### src/rtl/tod_alarm_pkg.sv
package tod_alarm_pkg;
  localparam int REG_W   = 8;
  localparam int DC_BIT  = 7;
  localparam int MIN_W   = 7;
  localparam int HOUR_W  = 6;
  localparam int MDAY_W  = 6;
  localparam int WDAY_W  = 3;
  localparam int NDAYS   = 7;
  localparam int ADDR_W  = 2;

  typedef enum logic [ADDR_W-1:0] {
    ADDR_MIN  = 2'd0,
    ADDR_HOUR = 2'd1,
    ADDR_WD   = 2'd2,
    ADDR_CFG  = 2'd3
  } addr_e;

  typedef struct packed {
    logic [REG_W-1:0] min_a;
    logic [REG_W-1:0] hour_a;
    logic [REG_W-1:0] wd_a;
    logic             wd_sel;
    logic             irq_en;
  } alarm_cfg_t;

  localparam logic [REG_W-1:0] ALARM_RST = 8'h80;
endpackage

### src/rtl/tod_alarm_regs.sv
module tod_alarm_regs
  import tod_alarm_pkg::*;
(
  input  logic              clk_i,
  input  logic              rst_ni,
  input  logic              we_i,
  input  logic [ADDR_W-1:0] addr_i,
  input  logic [REG_W-1:0]  wdata_i,
  output alarm_cfg_t        cfg_o,
  output logic              alarm_wr_o
);
  alarm_cfg_t cfg_q;

  always_ff @(posedge clk_i or negedge rst_ni) begin
    if (!rst_ni) begin
      cfg_q.min_a  <= ALARM_RST;
      cfg_q.hour_a <= ALARM_RST;
      cfg_q.wd_a   <= ALARM_RST;
      cfg_q.wd_sel <= 1'b0;
      cfg_q.irq_en <= 1'b0;
    end else if (we_i) begin
      unique case (addr_e'(addr_i))
        ADDR_MIN:  cfg_q.min_a  <= wdata_i;
        ADDR_HOUR: cfg_q.hour_a <= wdata_i;
        ADDR_WD:   cfg_q.wd_a   <= wdata_i;
        ADDR_CFG: begin
          cfg_q.wd_sel <= wdata_i[0];
          cfg_q.irq_en <= wdata_i[1];
        end
        default: ;
      endcase
    end
  end

  assign cfg_o      = cfg_q;
  assign alarm_wr_o = we_i && (addr_e'(addr_i) != ADDR_CFG);

  logic unused_cfg_bits;
  assign unused_cfg_bits = ^wdata_i[REG_W-1:2];
endmodule

### src/rtl/tod_alarm_match.sv
module tod_alarm_match
  import tod_alarm_pkg::*;
(
  input  alarm_cfg_t        cfg_i,
  input  logic [MIN_W-1:0]  cur_min_i,
  input  logic [HOUR_W-1:0] cur_hour_i,
  input  logic [WDAY_W-1:0] cur_wday_i,
  input  logic [MDAY_W-1:0] cur_mday_i,
  input  logic              carry_i,
  output logic              strobe_o,
  output logic              match_o
);
  logic dc_min, dc_hour, dc_wd;
  logic min_eq, hour_eq, wday_eq, mday_eq, wd_eq;
  logic [NDAYS-1:0] day_sel;

  assign dc_min  = cfg_i.min_a[DC_BIT];
  assign dc_hour = cfg_i.hour_a[DC_BIT];
  assign dc_wd   = cfg_i.wd_a[DC_BIT];

  assign min_eq  = cfg_i.min_a[MIN_W-1:0]   == cur_min_i;
  assign hour_eq = cfg_i.hour_a[HOUR_W-1:0] == cur_hour_i;
  assign mday_eq = cfg_i.wd_a[MDAY_W-1:0]   == cur_mday_i;

  for (genvar d = 0; d < NDAYS; d++) begin : g_day
    assign day_sel[d] = (cur_wday_i == WDAY_W'(d));
  end

  assign wday_eq = |(cfg_i.wd_a[NDAYS-1:0] & day_sel);
  assign wd_eq   = cfg_i.wd_sel ? mday_eq : wday_eq;

  assign match_o = (dc_min || min_eq) && (dc_hour || hour_eq) && (dc_wd || wd_eq);

  // rollover of the lowest compared digit
  logic min_zero, hour_zero, digit_ok;
  assign min_zero  = (cur_min_i == '0);
  assign hour_zero = (cur_hour_i == '0);

  always_comb begin
    if (!dc_min)       digit_ok = 1'b1;
    else if (!dc_hour) digit_ok = min_zero;
    else if (!dc_wd)   digit_ok = min_zero && hour_zero;
    else               digit_ok = 1'b1;
  end

  assign strobe_o = carry_i && digit_ok;

  logic unused_hour_bit;
  assign unused_hour_bit = cfg_i.hour_a[6] ^ cfg_i.irq_en;
endmodule

### src/rtl/tod_alarm_window.sv
module tod_alarm_window #(
  parameter int WIN_CYC = 4
) (
  input  logic clk_i,
  input  logic rst_ni,
  input  logic strobe_i,
  input  logic alarm_wr_i,
  input  logic match_i,
  output logic fire_o
);
  localparam int CNT_W = (WIN_CYC < 2) ? 1 : $clog2(WIN_CYC);
  localparam logic [CNT_W-1:0] LAST = CNT_W'(WIN_CYC - 1);

  logic             pend_q, kill_q;
  logic [CNT_W-1:0] cnt_q;

  always_ff @(posedge clk_i or negedge rst_ni) begin
    if (!rst_ni) begin
      pend_q <= 1'b0;
      kill_q <= 1'b0;
      cnt_q  <= '0;
    end else if (strobe_i) begin
      pend_q <= 1'b1;
      kill_q <= alarm_wr_i;
      cnt_q  <= '0;
    end else if (pend_q) begin
      kill_q <= kill_q || alarm_wr_i;
      if (cnt_q == LAST) begin
        pend_q <= 1'b0;
        cnt_q  <= '0;
      end else begin
        cnt_q <= cnt_q + 1'b1;
      end
    end
  end

  assign fire_o = pend_q && (cnt_q == LAST) && !kill_q && !alarm_wr_i && match_i;

  a_r9_no_fire_on_write: assert property (@(posedge clk_i) disable iff (!rst_ni)
    alarm_wr_i |-> !fire_o);
endmodule

### src/rtl/tod_alarm_flag.sv
module tod_alarm_flag (
  input  logic clk_i,
  input  logic rst_ni,
  input  logic fire_i,
  input  logic flag_we_i,
  input  logic flag_wdata_i,
  input  logic irq_en_i,
  output logic flag_o,
  output logic irq_no
);
  logic flag_q, clr;
  assign clr = flag_we_i && !flag_wdata_i;

  always_ff @(posedge clk_i or negedge rst_ni) begin
    if (!rst_ni)     flag_q <= 1'b0;
    else if (clr)    flag_q <= 1'b0;  // clear wins over a same-edge match
    else if (fire_i) flag_q <= 1'b1;
  end

  assign flag_o = flag_q;
  assign irq_no = !(irq_en_i && flag_q);

  a_r10_sticky: assert property (@(posedge clk_i) disable iff (!rst_ni)
    flag_q && !clr |=> flag_q);
  a_r10_clear: assert property (@(posedge clk_i) disable iff (!rst_ni)
    clr |=> !flag_q);
  a_r8_set_needs_fire: assert property (@(posedge clk_i) disable iff (!rst_ni)
    $rose(flag_q) |-> $past(fire_i));
endmodule

### src/rtl/tod_alarm.sv
module tod_alarm
  import tod_alarm_pkg::*;
#(
  parameter int WIN_CYC = 4
) (
  input  logic              clk_i,
  input  logic              rst_ni,
  input  logic [MIN_W-1:0]  cur_min_i,
  input  logic [HOUR_W-1:0] cur_hour_i,
  input  logic [WDAY_W-1:0] cur_wday_i,
  input  logic [MDAY_W-1:0] cur_mday_i,
  input  logic              carry_i,
  input  logic              reg_we_i,
  input  logic [ADDR_W-1:0] reg_addr_i,
  input  logic [REG_W-1:0]  reg_wdata_i,
  input  logic              flag_we_i,
  input  logic              flag_wdata_i,
  output logic              match_flag_o,
  output logic              irq_no
);
  alarm_cfg_t cfg;
  logic alarm_wr, strobe, match, fire;

  tod_alarm_regs u_regs (
    .clk_i      (clk_i),
    .rst_ni     (rst_ni),
    .we_i       (reg_we_i),
    .addr_i     (reg_addr_i),
    .wdata_i    (reg_wdata_i),
    .cfg_o      (cfg),
    .alarm_wr_o (alarm_wr)
  );

  tod_alarm_match u_match (
    .cfg_i      (cfg),
    .cur_min_i  (cur_min_i),
    .cur_hour_i (cur_hour_i),
    .cur_wday_i (cur_wday_i),
    .cur_mday_i (cur_mday_i),
    .carry_i    (carry_i),
    .strobe_o   (strobe),
    .match_o    (match)
  );

  tod_alarm_window #(.WIN_CYC(WIN_CYC)) u_window (
    .clk_i      (clk_i),
    .rst_ni     (rst_ni),
    .strobe_i   (strobe),
    .alarm_wr_i (alarm_wr),
    .match_i    (match),
    .fire_o     (fire)
  );

  tod_alarm_flag u_flag (
    .clk_i        (clk_i),
    .rst_ni       (rst_ni),
    .fire_i       (fire),
    .flag_we_i    (flag_we_i),
    .flag_wdata_i (flag_wdata_i),
    .irq_en_i     (cfg.irq_en),
    .flag_o       (match_flag_o),
    .irq_no       (irq_no)
  );

  a_r12_released: assert property (@(posedge clk_i) disable iff (!rst_ni)
    !cfg.irq_en |-> irq_no);
endmodule

### config.mk
export PLATFORM = sky130hd
export DESIGN_NAME = tod_alarm
export DESIGN_NICKNAME = d
export VERILOG_FILES = /design/src/rtl/tod_alarm_pkg.sv /design/src/rtl/tod_alarm_regs.sv /design/src/rtl/tod_alarm_match.sv /design/src/rtl/tod_alarm_window.sv /design/src/rtl/tod_alarm_flag.sv /design/src/rtl/tod_alarm.sv
export SDC_FILE = /design/constraint.sdc
export NUM_CORES = 1
export LEC_CHECK = 0
export ABC_CLOCK_PERIOD_IN_PS = 1460
export BUFFER_PORTS_ARGS = -buffer_cell sky130_fd_sc_hd__buf_2
export CORE_MARGIN = 2
export CORE_UTILIZATION = 47
export CTS_BUF_LIST = sky130_fd_sc_hd__clkbuf_16
export DETAILED_ROUTE_END_ITERATION = 7
export MAX_ROUTING_LAYER = met4
export PLACE_DENSITY = 0.75
export SLEW_MARGIN = 10
export SYNTH_ARGS = -nofsm -noshare
export SYNTH_HDL_FRONTEND = slang
export SYNTH_HIERARCHICAL = 1
export SYNTH_SLANG_ARGS = --single-unit
### constraint.sdc
create_clock -name clk_i -period 1.46 [get_ports clk_i]
set_input_delay 0.073 -clock clk_i [delete_from_list [all_inputs] [get_ports clk_i]]
set_output_delay 0.073 -clock clk_i [all_outputs]
set_load 0.03 [all_outputs]
==> flow_summary.toml <==
[status]
status = "finished, violations left"
violations = "setup timing"

[detailed_routing]
dr.pass1.iters = 3
viasPerCell = 5.15
wl_um = 3180
routedWlPerCell_um = 14.7
drc = 0
vias = 1113
initialDrtViolationCount = 26
postRouteAntennaNets = 0

[global_route]
grt_pass1_vias = 1176
grt-ovfl-total = 0
grt_util_all_layers_pct = 21.5
grt_max_degree = 31
antenna_found_initial = 0
grt_pass1_wl_um = 5330

[timing]
fin_skew_ns = 0.00391
fin_ws_ns = -0.177
period_needed_ns = 1.64
rsz0062_at_grt = "true"
whs_ns = 0.0360
maxSlewViolCount = 0
hold_violations = 0
tns_ns = -0.177
tightest_slew_ns = 0.650
setup_viol = 1
fin_crit_sh_pct = 112
fmax_ghz = 0.611
relSlewSlack_pct = 56.7

[placed_design]
globalplace.congestion = 0.804
port_buffers = 39
dp.cells = 206
post-dp-hpwl_um = 2560
place_ws_ns = -0.251

[power]
ir_worst_vdd_v = 0.000982
powerDensity_mw_per_mm2 = 1360
power_uw = 2730
leakage_uw = 0.000898

[critical_path]
crit_path_end_kind = "register"
cp_cell_sequence = "xor2_1, nor4_2, a41oi_2, a211oi_2, and4_1, nor2_1, a21oi_2"
path_max_fanout = 3
r2r-start = "u_regs/cfg_o[3]"
arrival_ns = 1.85
start_kind = "register"
cpMaxStageDelayCell = "dfrtp_1"
timing.critical_path.from = "u_regs/cfg_o[3]"
crit_family = "simple AND/OR/NAND/NOR gates"
crit_buf_inv = 0
path_class = "reg -> reg"
cp.required_ns = 1.67
cpPeakStageDelay_ns = 0.41

[clocking]
tritoncts = "built"
root_buffer = "clkbuf_16"
clk_path_buf_depth = 2
cts.sinks = 30
htree_levels = 2
cts.reportedPaths.clkPinSlew_ns = 0.05
postCtsSetupRepairBufs = 0
cts_buffers = 5
insertion_delay_ns = 0.28

[flow_run]
cap_viol_max_count = 0

[logic_synthesis]
netlist_instances = 117
synthesis.nets = 156
syn_area_per_cell_um2 = 13.0
ys.warnings.count = 6
synth_area_mm2 = 0.00152

[finish]
fin_cells = 216
fin_nets = 210
syn2layout_area_growth_pct = 32.3
fillers = 260
n_antenna_cell = 0
drive_gt1_share_pct = 52.3

[floorplanning]
core_area_mm2 = 0.00305
dieArea_mm2 = 0.00370
ios = 40
start_util_pct = 49.7
row_count = 20
fp.dieW_um = 60.8
die_h_um = 60.8

[hold_path]
hp-class = "in -> reg"
worstHoldStart = "flag_wdata_i"
-- per-stage QoR --
stage                     util [%]  cell area (um2)
after floorplan                  -             1520
after global placement        59.6             1820
after detailed placement      59.6             1820
after CTS                     64.9             1980
after global routing          65.8             2010
final                         65.8             2010
-- layer usage --
metal  wire, um  global-route usage [%]  vias up
li1           -                       -      534
met1       1360                    23.3      540
met2       1590                    35.6       29
met3        149                    7.89       10
met4         80                    8.70        0
met5          0                       -        -
-- path summary, 6_finish.rpt --
check,end,slack (ns),depth (start not counted)
min in group asynchronous,u_regs/cfg_o[3],0.36,2
min reg2reg,u_regs/cfg_o[0],0.51,1
max reg2reg,u_flag/flag_o,-0.18,7
max,u_flag/flag_o,-0.18,7
max in group asynchronous,u_window/kill_q,0.67,2
min,u_flag/flag_o,0.04,3
-- where the power goes --
group	switching, uW	internal, uW	leakage, uW
logic	248	344	0.000479
clock network	343	619	0.0000672
registers	148	1030	0.000352
total	739	1990	0.000898
-- cell usage in the layout, fill, tap and decap left out, types with 3 or more instances in the layout --
cell and count:
buf_2 39, buf_4 6, clkbuf_16 5, dfrtp_1 27, dfstp_2 3, inv_1 5, mux2_2 25, nor2_1 3
nor4_1 3, xnor2_1 8, xor2_1 11
-- final cells by class --
class	count	area, um2	area share, %
inverter	5	18.8	0.935
clock buffer	5	125	6.23
multi-input combinational	82	778	38.8
sequential	30	754	37.6
timing repair buffer	47	260	13.0
tap	44	55.1	2.74
clock inverter	3	16.3	0.810
-- flip-flops by register name, summed over array words and instances (netlist names) --
| register | cells |
|---|---|
| u_regs/cfg_o | 25 |
| u_window/cnt_q | 2 |
| u_flag/flag_o | 1 |
| u_window/pend_q | 1 |
| u_window/kill_q | 1 |
-- worst register-to-register path: cells and delay by family (launching register included) --
| family | cells | cell delay (ns) |
|---|---|---|
| AO/OA/AOI/OAI | 3 | 0.49 |
| XOR/XNOR | 1 | 0.18 |
| flip-flops | 1 | 0.41 |
| AND/OR/NAND/NOR | 3 | 0.50 |
-- repair_timing --
item,in CTS,in global routing
endpoints found under the setup margin,1,2
gates resized for setup,0,4
pin swaps,3,2
hold endpoints to repair,28,0
hold buffers,2,0
Note: power is estimated with default switching activity, not from simulation.
